### config.mk
export PLATFORM = sky130hd
export DESIGN_NAME = mdf_frame_filter
export DESIGN_NICKNAME = d
export VERILOG_FILES = /design/src/rtl/mdf_pkg.sv /design/src/rtl/mdf_type_sel.sv /design/src/rtl/mdf_addr_match.sv /design/src/rtl/mdf_filter_ctrl.sv /design/src/rtl/mdf_frame_filter.sv
export SDC_FILE = /design/constraint.sdc
export NUM_CORES = 1
export LEC_CHECK = 0
export BUFFER_PORTS_ARGS = -buffer_cell sky130_fd_sc_hd__buf_2
export CAP_MARGIN = 20
export CORE_ASPECT_RATIO = 0.9
export CORE_MARGIN = 2
export CORE_UTILIZATION = 39
export DETAILED_ROUTE_END_ITERATION = 6
export PLACE_DENSITY = 0.85
export SLEW_MARGIN = 30
export SYNTH_ARGS = -nofsm -noshare
export SYNTH_HDL_FRONTEND = slang
export SYNTH_SLANG_ARGS = --single-unit
### constraint.sdc
create_clock -name clk -period 1.71 [get_ports clk]
set_clock_uncertainty 0.05 [all_clocks]
set_input_delay 0.342 -clock clk [delete_from_list [all_inputs] [get_ports clk]]
set_output_delay 0.342 -clock clk [all_outputs]
set_load 0.02 [all_outputs]
### src/rtl/mdf_pkg.sv
package mdf_pkg;
    localparam int MAX_W  = 9;
    localparam int ADDR_W = 8;
    localparam int LEN_W  = 4;

    typedef enum logic {
        ST_PASS_ALL  = 1'b0,
        ST_ADDR_ONLY = 1'b1
    } filt_state_e;
endpackage

### src/rtl/mdf_type_sel.sv
module mdf_type_sel #(
    parameter int MAX_W = 9,
    parameter int LEN_W = 4
) (
    input  logic [LEN_W-1:0] len_i,
    input  logic [MAX_W-1:0] data_i,
    input  logic             stop_i,
    output logic [MAX_W-1:0] data_o,
    output logic             type_o
);
    localparam logic [LEN_W-1:0] FULL_LEN = LEN_W'(MAX_W);

    for (genvar i = 0; i < MAX_W; i++) begin : g_mask
        localparam logic [LEN_W-1:0] IDX = LEN_W'(i);
        assign data_o[i] = data_i[i] & (IDX < len_i);
    end

    always_comb begin
        if (len_i == FULL_LEN) type_o = data_i[MAX_W-1];
        else                   type_o = stop_i;
    end
endmodule

### src/rtl/mdf_addr_match.sv
module mdf_addr_match #(
    parameter int MAX_W  = 9,
    parameter int ADDR_W = 8,
    parameter int LEN_W  = 4
) (
    input  logic [LEN_W-1:0]  len_i,
    input  logic [MAX_W-1:0]  data_i,
    input  logic [ADDR_W-1:0] own_i,
    output logic              hit_o
);
    logic [ADDR_W-1:0] bit_ok;

    for (genvar i = 0; i < ADDR_W; i++) begin : g_cmp
        localparam logic [LEN_W-1:0] IDX = LEN_W'(i);
        assign bit_ok[i] = (data_i[i] == own_i[i]) | ~(IDX < len_i);
    end

    assign hit_o = &bit_ok;
endmodule

### src/rtl/mdf_filter_ctrl.sv
module mdf_filter_ctrl
    import mdf_pkg::*;
#(
    parameter int   MAX_W        = 9,
    parameter logic RESET_FILTER = 1'b0
) (
    input  logic             clk,
    input  logic             rst_n,
    input  logic             valid_i,
    input  logic [MAX_W-1:0] data_i,
    input  logic             type_i,
    input  logic             hit_i,
    input  logic             cmp_en_i,
    input  logic             ctl_we_i,
    input  logic             ctl_wdata_i,
    output logic             buf_we_o,
    output logic [MAX_W-1:0] buf_data_o,
    output logic             buf_type_o,
    output logic             filt_en_o
);
    localparam filt_state_e RST_STATE = RESET_FILTER ? ST_ADDR_ONLY : ST_PASS_ALL;

    filt_state_e state_q, state_d;
    logic        accept;
    logic        auto_clr;

    always_comb begin
        accept   = 1'b0;
        auto_clr = 1'b0;
        state_d  = state_q;
        unique case (state_q)
            ST_PASS_ALL: begin
                accept = valid_i;
            end
            ST_ADDR_ONLY: begin
                accept   = valid_i & type_i;
                auto_clr = valid_i & type_i & cmp_en_i & hit_i;
                if (auto_clr) state_d = ST_PASS_ALL;
            end
            default: state_d = RST_STATE;
        endcase
        if (ctl_we_i) state_d = ctl_wdata_i ? ST_ADDR_ONLY : ST_PASS_ALL;
    end

    always_ff @(posedge clk) begin
        if (!rst_n) state_q <= RST_STATE;
        else        state_q <= state_d;
    end

    always_ff @(posedge clk) begin
        if (!rst_n) begin
            buf_we_o   <= 1'b0;
            buf_data_o <= '0;
            buf_type_o <= 1'b0;
        end else begin
            buf_we_o <= accept;
            if (accept) begin
                buf_data_o <= data_i;
                buf_type_o <= type_i;
            end
        end
    end

    assign filt_en_o = (state_q == ST_ADDR_ONLY);

    p_drop_data_r3: assert property (@(posedge clk) disable iff (!rst_n)
        (filt_en_o && valid_i && !type_i) |=> !buf_we_o);
    p_addr_pass_r4: assert property (@(posedge clk) disable iff (!rst_n)
        (valid_i && type_i) |=> (buf_we_o && buf_type_o));
    p_pass_all_r5: assert property (@(posedge clk) disable iff (!rst_n)
        (!filt_en_o && valid_i) |=> buf_we_o);
    p_no_frame_r4: assert property (@(posedge clk) disable iff (!rst_n)
        !valid_i |=> !buf_we_o);
    p_auto_clear_r7: assert property (@(posedge clk) disable iff (!rst_n)
        (!ctl_we_i && filt_en_o && valid_i && type_i && cmp_en_i && hit_i) |=> !filt_en_o);
    p_host_write_r9: assert property (@(posedge clk) disable iff (!rst_n)
        ctl_we_i |=> (filt_en_o == $past(ctl_wdata_i)));
    p_hold_state_r7: assert property (@(posedge clk) disable iff (!rst_n)
        (!ctl_we_i && !(valid_i && type_i && cmp_en_i && hit_i)) |=> $stable(filt_en_o));
endmodule

### src/rtl/mdf_frame_filter.sv
module mdf_frame_filter
    import mdf_pkg::*;
#(
    parameter int   DATA_W       = MAX_W,
    parameter int   OWN_W        = ADDR_W,
    parameter int   CLEN_W       = LEN_W,
    parameter logic RESET_FILTER = 1'b0
) (
    input  logic              clk,
    input  logic              rst_n,
    input  logic [CLEN_W-1:0] char_len_i,
    input  logic              frm_valid_i,
    input  logic [DATA_W-1:0] frm_data_i,
    input  logic              frm_stop_i,
    input  logic              ctl_we_i,
    input  logic              ctl_wdata_i,
    input  logic              cmp_en_i,
    input  logic [OWN_W-1:0]  own_addr_i,
    output logic              buf_we_o,
    output logic [DATA_W-1:0] buf_data_o,
    output logic              buf_type_o,
    output logic              filt_en_o
);
    logic [DATA_W-1:0] data_m;
    logic              frm_type;
    logic              addr_hit;

    mdf_type_sel #(.MAX_W(DATA_W), .LEN_W(CLEN_W)) u_type (
        .len_i  (char_len_i),
        .data_i (frm_data_i),
        .stop_i (frm_stop_i),
        .data_o (data_m),
        .type_o (frm_type)
    );

    mdf_addr_match #(.MAX_W(DATA_W), .ADDR_W(OWN_W), .LEN_W(CLEN_W)) u_match (
        .len_i  (char_len_i),
        .data_i (data_m),
        .own_i  (own_addr_i),
        .hit_o  (addr_hit)
    );

    mdf_filter_ctrl #(.MAX_W(DATA_W), .RESET_FILTER(RESET_FILTER)) u_ctrl (
        .clk         (clk),
        .rst_n       (rst_n),
        .valid_i     (frm_valid_i),
        .data_i      (data_m),
        .type_i      (frm_type),
        .hit_i       (addr_hit),
        .cmp_en_i    (cmp_en_i),
        .ctl_we_i    (ctl_we_i),
        .ctl_wdata_i (ctl_wdata_i),
        .buf_we_o    (buf_we_o),
        .buf_data_o  (buf_data_o),
        .buf_type_o  (buf_type_o),
        .filt_en_o   (filt_en_o)
    );
endmodule

# ---- Yosys cells after proc, flatten, opt, wreduce, memory -nomap -nowiden
# Index checks and enable logic that the tools add are counted.
dict set report totals {
  reg_bits 12
  latch_bits 0
  mem_bits_rw 0
  mem_bits_ro 0
  inputBits 28
  output_inout_bits 12
  memories 0
}
dict set report classes {
  add_sub_neg 0
  mul 0
  n_div 0
  n_lt_le_gt_ge 9
  n_eq_ne 9
  shift 0
  muxes 6
  bitwise 29
  n_reduce_logical 1
}
# op count
set ops {}
lappend ops {{3-bit by 4-bit < comparator with 1-bit output (first input constant)} 4}
lappend ops {{1-bit AND} 12}
lappend ops {{1-bit inverter} 9}
lappend ops {{1-bit equality test} 8}
lappend ops {{1-bit by 4-bit < comparator with 1-bit output (first input constant)} 2}
lappend ops {{2-bit by 4-bit < comparator with 1-bit output (first input constant)} 2}
lappend ops {{1-bit bitwise OR} 8}
lappend ops {{8-bit AND reduction} 1}
lappend ops {{1-bit two-way mux} 5}
lappend ops {{4-bit equality test (second input constant)} 1}
lappend ops {{4-bit < comparator (first input constant)} 1}
lappend ops {{1-bit one-hot mux with 2 select lines} 1}

# ---- Depth between registers and ports, before layout
# Gate-level depths: netlist of the first run.
dict set report depth {
  word_depth 9
  depth_mapped 7
}

# ---- Modules after synthesis
# Synthesis of the first run repeated with hierarchy kept, for this count alone.
dict set report unflattened {
  cells_unflattened 96
  hier_area_um2 792.0
}
# module instances cells_per_inst area_per_inst_um2 seq_area_each_um2
set modules_own_cells {}
lappend modules_own_cells {mdf_filter_ctrl 1 53 481.7 240.2}
lappend modules_own_cells {mdf_addr_match 1 24 165.2 0.0}
lappend modules_own_cells {mdf_type_sel 1 19 145.1 0.0}

# ---- Worst setup path after synthesis of the first run
# OpenSTA, ideal clock, no wires.
dict set report synth_timing {
  path_type {input port to flip-flop}
  from {input port char_len_i[2]}
  to {register u_ctrl.buf_data_o[1]}
  arrival_ps 1584
  required_time_ps 1590
  setup_slack_ps 6
  path_stages 7
  n_path_buf 2
  path_cell_list {buf_4 -> nor4bb_4 -> mux2i_1 -> a21oi_4 -> buf_6 -> nand2b_1 -> a21boi_1}
}
dict set report synth_via {
  elab_chain_cells 4
  elab_cells_between_ends 6
  classes_between {1 x order compare; 1 x eq/ne; 2 x mux; 2 x bitwise}
}
# item line
set synth_lines {}
lappend synth_lines {{start, declared} mdf_frame_filter.sv:11} ;# input logic [CLEN_W-1:0] char_len_i,
lappend synth_lines {{4-bit equality test} mdf_type_sel.sv:19} ;# if (len_i == FULL_LEN) type_o = data_i[MAX_W-1];
lappend synth_lines {{1-bit two-way mux} mdf_type_sel.sv:19}
lappend synth_lines {{1-bit AND} mdf_filter_ctrl.sv:36} ;# accept = valid_i & type_i;
lappend synth_lines {{1-bit one-hot mux with 2 select lines} mdf_filter_ctrl.sv:31} ;# unique case (state_q)
lappend synth_lines {{end signal, assigned} mdf_filter_ctrl.sv:58} ;# buf_data_o <= data_i;
lappend synth_lines {{end, declared} mdf_filter_ctrl.sv:17} ;# output logic [MAX_W-1:0] buf_data_o,
# Parallel ways exist; a longest one is shown, timed or not.
# A chain may end at the register's enable or synchronous reset.

# ---- Worst setup path in the final report of the first run
dict set report layout_timing {
  from {input port char_len_i[1]}
  to {register u_ctrl.buf_data_o[4]}
}
# Same word-level chain as after synthesis.

==> results of run 1 <==
[flip-flops by register name, indices dropped and copies added, names as in the netlist]
register           flops
u_ctrl.buf_we_o        1
u_ctrl.buf_data_o      9
u_ctrl.filt_en_o       1
u_ctrl.buf_type_o      1
[report_power, final]
part | leakage [nW] | total (mW) | switching [mW] | internal, mW
clock | 0.0210 | 0.229 | 0.0994 | 0.130
combinational | 0.347 | 0.181 | 0.0934 | 0.0876
sequential | 0.0986 | 0.303 | 0.00828 | 0.295
total | 0.467 | 0.713 | 0.201 | 0.512
[worst max-delay path: stages]
cell	delay, ps
buf_2	120
nor4bb_4	290
mux2i_1	170
a21oi_4	420
mux2i_1	230
nor2b_1	60
[synth_stat cells]
master	instances	area share
o21a_1	2	0.020
buf_6	2	0.031
a31oi_1	1	0.0085
and2_1	1	0.0085
nor4_1	1	0.0085
buf_2	1	0.0068
dfxtp_1	12	0.33
xnor2_1	2	0.024
nor4bb_1	1	0.014
xor2_1	6	0.072
a21oi_1	3	0.020
a21boi_0	1	0.010
nand3b_1	2	0.020
o311a_1	1	0.014
mux2i_1	4	0.055
nand2b_1	8	0.068
clkbuf_1	1	0.0051
nor4bb_4	1	0.034
a21oi_4	1	0.022
a21boi_1	6	0.061
inv_1	1	0.0051
a21o_1	1	0.010
a22oi_1	1	0.010
o211ai_1	2	0.020
o21ai_0	4	0.027
a211o_1	1	0.012
nor2_1	1	0.0051
buf_4	1	0.010
nor3_1	2	0.014
nand3_1	3	0.020
nor2b_1	4	0.034
[how the worst max path moves through the flow]
| stage | start | to | slack (ps) |
|---|---|---|---|
| 6_report | char_len_i[1] | u_ctrl.buf_data_o[4] | 190 |
| 5_1_grt | char_len_i[1] | u_ctrl.buf_data_o[6] | 110 |
| 4_1_cts | char_len_i[1] | u_ctrl.buf_data_o[0] | 190 |
| 3_5_place_dp | char_len_i[1] | u_ctrl.buf_data_o[8] | -100 |
| 3_3_place_gp | char_len_i[1] | u_ctrl.buf_data_o[8] | -20 |
| 2_1_floorplan | char_len_i[2] | u_ctrl.buf_data_o[1] | 6 |
[stage by stage]
| step | setup WS, ps | setup TNS, ps |
|---|---|---|
| global placement | -21.7 | -63.3 |
| detailed placement | -103 | -518 |
| global route | 110 | 0 |
| finish | 194 | 0 |
| floorplan | 5.74 | 0 |
| CTS | 194 | 0 |
[layout make-up]
class                           count  area (um^2)  share of cell area
Multi-Input combinational cell     60          450               0.453
Sequential cell                    12          240               0.242
Clock buffer                        4         36.3              0.0365
Timing Repair Buffer               44          233               0.234
Inverter                            1         3.75             0.00378
Tap cell                           24         30.0              0.0302
[metal layers]
layer | global-route usage | up-vias | share of wire
li1 | - | 364 | -
met4 | 0.0833 | 0 | 0.010
met3 | 0.0530 | 2 | 0.063
met1 | 0.226 | 318 | 0.44
met2 | 0.317 | 33 | 0.49
met5 | 0 | - | 0
[logic make-up after synthesis]
| kind of cell | after synthesis | share of synthesized area |
|---|---|---|
| compound gates | 24 | 0.237 |
| simple gates | 24 | 0.227 |
| flops | 12 | 0.328 |
| xor+xnor | 8 | 0.0956 |
| buf+inv | 6 | 0.0580 |
| mux | 4 | 0.0546 |
==> impl_metrics.json, run 1 <==
{
  "outcome": "finished, final reports clean",
  "whs_path_depth": 3,
  "drtIter0Drc": 9,
  "synth.cell_area_um2": 733,
  "fin_cells": 145,
  "postLayoutCellArea_um2": 993,
  "drc_errors": 0,
  "gp_congestion": 0.822,
  "tightest_slew_ps": 447,
  "ant_nets": 0,
  "ys_seq_area_frac": 0.328,
  "holdBufCountCts": 0,
  "overflow": 0,
  "worstPathArrival_ps": 1640,
  "path_max_fanout": 16,
  "layout.nets": 150,
  "grt_max_degree": 17,
  "grt_use_total": 0.188,
  "routed_wl_mm": 1.84,
  "cts_max_level": 1,
  "dr.pass1.iters": 4,
  "max-vdd-ir-drop_uv": 484,
  "maxSlewViolCount": 0,
  "rr_startpoint": "u_ctrl.filt_en_o",
  "clkTransAtPathRegs_ps": 70,
  "clockRootBuffer": "clkbuf_4",
  "r2r-end": "u_ctrl.buf_data_o[4]",
  "cap_violations": 0,
  "cts_made_buffers": 3,
  "vias_per_cell": 4.94,
  "synth_cells": 78,
  "initial_core_util": 0.427,
  "post_cts_resized": 0,
  "start_kind": "primary input",
  "placed_area_um2": 957,
  "syn2layout_area_growth_pct": 35.5,
  "min_period_over_period": 0.887,
  "cts_tree": "yes",
  "rsz0062_at_grt": "no",
  "crit_path_end_kind": "flop",
  "r2r_cells": 3,
  "hold_viol_final": 0,
  "rows": 14,
  "pin_count": 40,
  "fill_cells": 180,
  "die_x_um": 49.7,
  "fin_util": 0.579,
  "hold_slack_ps": 283,
  "drive_gt1_frac": 0.413,
  "die_y_um": 45.1,
  "diodes": 0,
  "ys_seq_elements": 12,
  "dpl.hpwl_mm": 1.43,
  "clock.fmax_mhz": 660,
  "max-slew-margin-rel": 0.699,
  "cts_max_path_buffers": 2,
  "grt_pass1_vias": 670,
  "core_area_um2": 1720,
  "hold_class": "primary input to flop",
  "p_leak_nw": 0.467,
  "yosys_warnings": 0,
  "clock_latency_ps": 280,
  "grt_pass1_wl_mm": 3.07,
  "syn_area_per_cell_um2": 9.40,
  "dieArea_um2": 2240,
  "rrSetupSlack_ps": 510,
  "layout_common_cells": "39 x buf_2, 12 x dfxtp_1, 8 x nand2b_1, 6 x a21boi_1, 6 x xor2_1",
  "report.final.setup_viol": 0,
  "clock_sinks": 12,
  "path_class": "primary input to flop",
  "cp_data_required_time_ps": 1830,
  "powerDensity_nw_per_um2": 718,
  "portBuffers": 39,
  "via_count": 717,
  "hp-start": "frm_data_i[2]",
  "fin_crit_ps": 1520,
  "synth_nets": 106,
  "final_common_cell": "buf_2",
  "wl_per_cell_um": 12.7,
  "antenna_found_initial": 0,
  "power_mw": 0.713,
  "placed_cells": 141,
  "whs_endpoint": "u_ctrl.buf_data_o[2]",
  "synth_cell_type_count": 31,
  "cts_setup_buffers": 0
}
(Power assumes the default switching activity.)
==> inputs of run 2 (changes only) <==
--- a/config.mk
+++ b/config.mk
@@ -10,8 +10,10 @@
 export CORE_ASPECT_RATIO = 0.9
 export CORE_MARGIN = 2
 export CORE_UTILIZATION = 39
+export CTS_BUF_LIST = sky130_fd_sc_hd__clkbuf_16
 export DETAILED_ROUTE_END_ITERATION = 6
 export PLACE_DENSITY = 0.85
+export REMOVE_ABC_BUFFERS = 1
 export SLEW_MARGIN = 30
 export SYNTH_ARGS = -nofsm -noshare
 export SYNTH_HDL_FRONTEND = slang
==> run 2 against run 1 <==
Cell count is 1.4% lower. Die area unchanged. Clock-buffer cell count down 1. Sequential power barely moved.
==> impl_metrics.json, run 2 (synthesis gave the netlist of run 1 again) <==
{
  "gp_congestion": 0.929,
  "cts_max_level": 1,
  "cts_max_path_buffers": 2,
  "max-slew-margin-rel": 0.741,
  "die_y_um": 45.1,
  "slowest_stage": "mux2i_2",
  "crit_chain": "buf_2 -> nor4bb_4 -> mux2i_2 -> a21oi_2 -> nand2b_1 -> a21boi_1",
  "crit_path_end_kind": "flop",
  "outcome": "finished, final reports clean",
  "postLayoutCellArea_um2": 1030,
  "initial_core_util": 0.427,
  "rsz0062_at_grt": "no",
  "tightest_slew_ps": 385,
  "layout_common_cells": "39 x buf_2, 12 x dfxtp_1, 8 x nand2b_1, 6 x a21boi_1, 6 x xor2_1",
  "dieArea_um2": 2240,
  "fin_util": 0.600,
  "start_kind": "primary input",
  "clkTransAtPathRegs_ps": 40,
  "max_stage_delay_ps": 410,
  "clock_latency_ps": 240,
  "routed_wl_mm": 1.95,
  "cp_data_required_time_ps": 1820,
  "hold_class": "primary input to flop",
  "rows": 14,
  "pin_count": 40,
  "grt_pass1_wl_mm": 2.91,
  "dpl.hpwl_mm": 1.42,
  "via_count": 712,
  "cts_tree": "yes",
  "antenna_found_initial": 0,
  "max-vdd-ir-drop_uv": 691,
  "vias_per_cell": 4.98,
  "fill_cells": 170,
  "grt_pass1_vias": 667,
  "holdBufCountCts": 0,
  "largest_register_ffs": 9,
  "clock_sinks": 12,
  "cts_made_buffers": 3,
  "drtIter0Drc": 7,
  "overflow": 0,
  "maxSlewViolCount": 0,
  "hold_viol_final": 0,
  "path_max_fanout": 8,
  "grt_use_total": 0.178,
  "area.sequential_um2": 240,
  "hold_slack_ps": 332,
  "core_area_um2": 1720,
  "clockRootBuffer": "clkbuf_16",
  "final_common_cell": "buf_2",
  "ant_nets": 0,
  "diodes": 0,
  "clock.fmax_mhz": 631,
  "multi_input_area_um2": 463,
  "placed_area_um2": 942,
  "powerDensity_nw_per_um2": 883,
  "drive_gt1_frac": 0.412,
  "cap_violations": 0,
  "largest_register": "u_ctrl.buf_data_o",
  "worstPathArrival_ps": 1700,
  "path_class": "primary input to flop",
  "die_x_um": 49.7,
  "min_period_over_period": 0.927,
  "grt_max_degree": 17,
  "wl_per_cell_um": 13.6,
  "report.final.setup_viol": 0,
  "layout.nets": 149,
  "fin_tns_setup_ps": 0,
  "drc_errors": 0,
  "syn2layout_area_growth_pct": 40.4,
  "portBuffers": 39,
  "p_leak_nw": 0.477,
  "fin_crit_ps": 1590,
  "dr.pass1.iters": 4,
  "power_mw": 0.909
}
run 2: metrics by stage:
stage	setup slack [ps]	std cells
after global routing	34.0	143
after CTS	77.8	142
after global placement	-15.0	139
final	125	143
after floorplan	198	73
after detailed placement	-176	139
run 2: worst paths after layout:
check | from | endpoint | slack [ps] | cells past startpoint
worst max-delay path | char_len_i[1] | u_ctrl.buf_data_o[3] | 120 | 6
worst min-delay path | frm_data_i[5] | u_ctrl.buf_data_o[5] | 330 | 3
worst max register to register | u_ctrl.filt_en_o | u_ctrl.buf_data_o[3] | 540 | 3
worst min register to register | u_ctrl.buf_data_o[6] | u_ctrl.buf_data_o[6] | 410 | 2
run 2: critical path: cells and delay by family:
family	cells	cell delay [ps]
muxes	1	410
and+or+nand+nor	2	490
AOI/OAI and AO/OA	2	330
buffers and inverters	1	120
run 2: repair_timing:
action | in CTS | in global routing
setup endpoints to repair | 0 | 1
buffers inserted | 0 | 0
resized for setup | 0 | 1
run 2: report_power, final:
group	switching, mW	internal, mW	leakage [nW]
clock network	0.116	0.304	0.0370
logic	0.0969	0.0864	0.341
registers	0.00989	0.297	0.0986
total	0.222	0.687	0.477
run 2: area by class of cell:
type / instances / area share
Sequential cell: 12 / 0.233
Timing Repair Buffer: 42 / 0.211
Multi-Input combinational cell: 61 / 0.450
Clock buffer: 3 / 0.0729
Tap cell: 24 / 0.0292
Inverter: 1 / 0.00365
run 2: routing by layer:
metal | vias to the layer above | GRT usage | share of wire
li1 | 361 | - | -
met3 | 2 | 0.0728 | 0.069
met1 | 320 | 0.200 | 0.44
met2 | 29 | 0.312 | 0.49
met5 | - | 0 | 0
met4 | 0 | 0.0611 | 0.0051
==> inputs of run 3 (changes only) <==
--- a/config.mk
+++ b/config.mk
@@ -11,8 +11,9 @@
 export CORE_MARGIN = 2
 export CORE_UTILIZATION = 39
 export CTS_BUF_LIST = sky130_fd_sc_hd__clkbuf_16
+export CTS_CLUSTER_SIZE = 30
 export DETAILED_ROUTE_END_ITERATION = 6
-export PLACE_DENSITY = 0.85
+export PLACE_DENSITY = 0.7
 export REMOVE_ABC_BUFFERS = 1
 export SLEW_MARGIN = 30
 export SYNTH_ARGS = -nofsm -noshare
==> constraint.sdc (replaced) <==
create_clock -name clk -period 1.71 [get_ports clk]
set_clock_uncertainty 0.05 [all_clocks]
set_input_delay 0.0855 -clock clk [delete_from_list [all_inputs] [get_ports clk]]
set_output_delay 0.0855 -clock clk [all_outputs]
set_load 0.02 [all_outputs]
==> run 3 against run 2 <==
Routed wire length fell by 15%. Cell count fell by 1.4%. Design area fell by 2.3%. Largest cell class unchanged. Fmax rose by 17%. Hold slack got worse by 260 ps. Critical path depth did not move. Clock-buffer cell count did not move.
==> impl_metrics.json, run 3 (synthesis gave the netlist of run 1 again) <==
{
  "outcome": "finished, final reports clean",
  "max-vdd-ir-drop_uv": 645,
  "cp_data_required_time_ps": 1780,
  "ant_nets": 0,
  "clock_sinks": 12,
  "largest_register": "u_ctrl.buf_data_o",
  "start_kind": "primary input",
  "grt_pass1_wl_mm": 2.80,
  "die_x_um": 49.7,
  "core_area_um2": 1720,
  "via_count": 699,
  "gp_congestion": 0.773,
  "crit_path_end_kind": "flop",
  "report.final.setup_viol": 0,
  "drive_gt1_frac": 0.385,
  "post_cts_resized": 0,
  "cts_made_buffers": 3,
  "maxSlewViolCount": 0,
  "overflow": 0,
  "cts_max_path_buffers": 2,
  "syn2layout_area_growth_pct": 37.2,
  "critPathLaunch": "char_len_i[1]",
  "portBuffers": 39,
  "cts_max_level": 1,
  "r2r_cells": 3,
  "postLayoutCellArea_um2": 1010,
  "fin_util": 0.586,
  "vias_per_cell": 4.96,
  "p_leak_nw": 0.465,
  "path_class": "primary input to flop",
  "rr_startpoint": "u_ctrl.filt_en_o",
  "wl_per_cell_um": 11.8,
  "clockRootBuffer": "clkbuf_16",
  "die_y_um": 45.1,
  "layout_common_cells": "39 x buf_2, 12 x dfxtp_1, 8 x nand2b_1, 6 x a21boi_1, 6 x xor2_1",
  "clkTransAtPathRegs_ps": 40,
  "cts_setup_buffers": 0,
  "rsz0062_at_grt": "no",
  "largest_register_ffs": 9,
  "fin_crit_ps": 1360,
  "clock.fmax_mhz": 736,
  "placed_area_um2": 927,
  "path_max_fanout": 16,
  "holdBufCountCts": 0,
  "grt_max_degree": 17,
  "dieArea_um2": 2240,
  "grt_pass1_vias": 691,
  "initial_core_util": 0.427,
  "fin_tns_setup_ps": 0,
  "powerDensity_nw_per_um2": 899,
  "diodes": 0,
  "fill_cells": 169,
  "whs_path_depth": 3,
  "layout.nets": 146,
  "fin_ws_ps": 351,
  "rows": 14,
  "hold_class": "primary input to flop",
  "cap_violations": 0,
  "worstPathArrival_ps": 1430,
  "hold_slack_ps": 74.8,
  "grt_use_total": 0.168,
  "final_common_cell": "buf_2",
  "dr.pass1.iters": 4,
  "drc_errors": 0,
  "pin_count": 40,
  "hold_viol_final": 0,
  "dpl_worst_slack_ps": 116,
  "min_period_over_period": 0.795,
  "max-slew-margin-rel": 0.723,
  "antenna_found_initial": 0,
  "drtIter0Drc": 9,
  "cts_tree": "yes",
  "tightest_slew_ps": 415,
  "clock_latency_ps": 240,
  "routed_wl_mm": 1.66,
  "dpl.hpwl_mm": 1.27,
  "hp-start": "frm_data_i[2]"
}
-- run 3: path summary, 6_finish.rpt --
kind / endpoint / slack (ps)
max: u_ctrl.buf_data_o[0] / 350
min: u_ctrl.buf_data_o[2] / 70
max reg2reg: u_ctrl.buf_data_o[0] / 500
min reg2reg: u_ctrl.buf_data_o[1] / 410
-- run 3: critical path, cell delays in order --
cell	delay (ps)
buf_2	150
nor4bb_4	300
mux2i_1	170
a21oi_4	410
mux2i_1	250
nor2b_1	60
-- run 3: layer usage --
metal  vias up  track usage  wire length [um]  part of all wire
met5         -            0                 0                 0
met2        29        0.288               761              0.46
li1        355            -                 -                 -
met1       315        0.200               756              0.45
met4         0       0.0389                 0                 0
met3         0       0.0662               145             0.087
-- run 3: power by group --
part | total (mW) | switching (mW) | internal [mW]
clock | 0.428 | 0.121 | 0.308
combinational | 0.172 | 0.0900 | 0.0817
sequential | 0.304 | 0.00811 | 0.296
-- run 3: metrics by stage --
| step | total power [mW] | instances |
|---|---|---|
| after floorplan | 0.402 | 73 |
| after global placement | 0.479 | 137 |
| after CTS | 0.916 | 141 |
| after global routing | 0.946 | 141 |
| after detailed placement | 0.481 | 137 |
| final | 0.905 | 141 |
-- run 3: final cells by class --
type	instances	area, um^2	area share
repair buffers	40	203	0.201
well taps	24	30.0	0.0299
multi-input cells	60	450	0.448
clock buffers	3	75.1	0.0746
inverters	1	3.75	0.00373
clock inverters	1	3.75	0.00373
flip-flops and latches	12	240	0.239
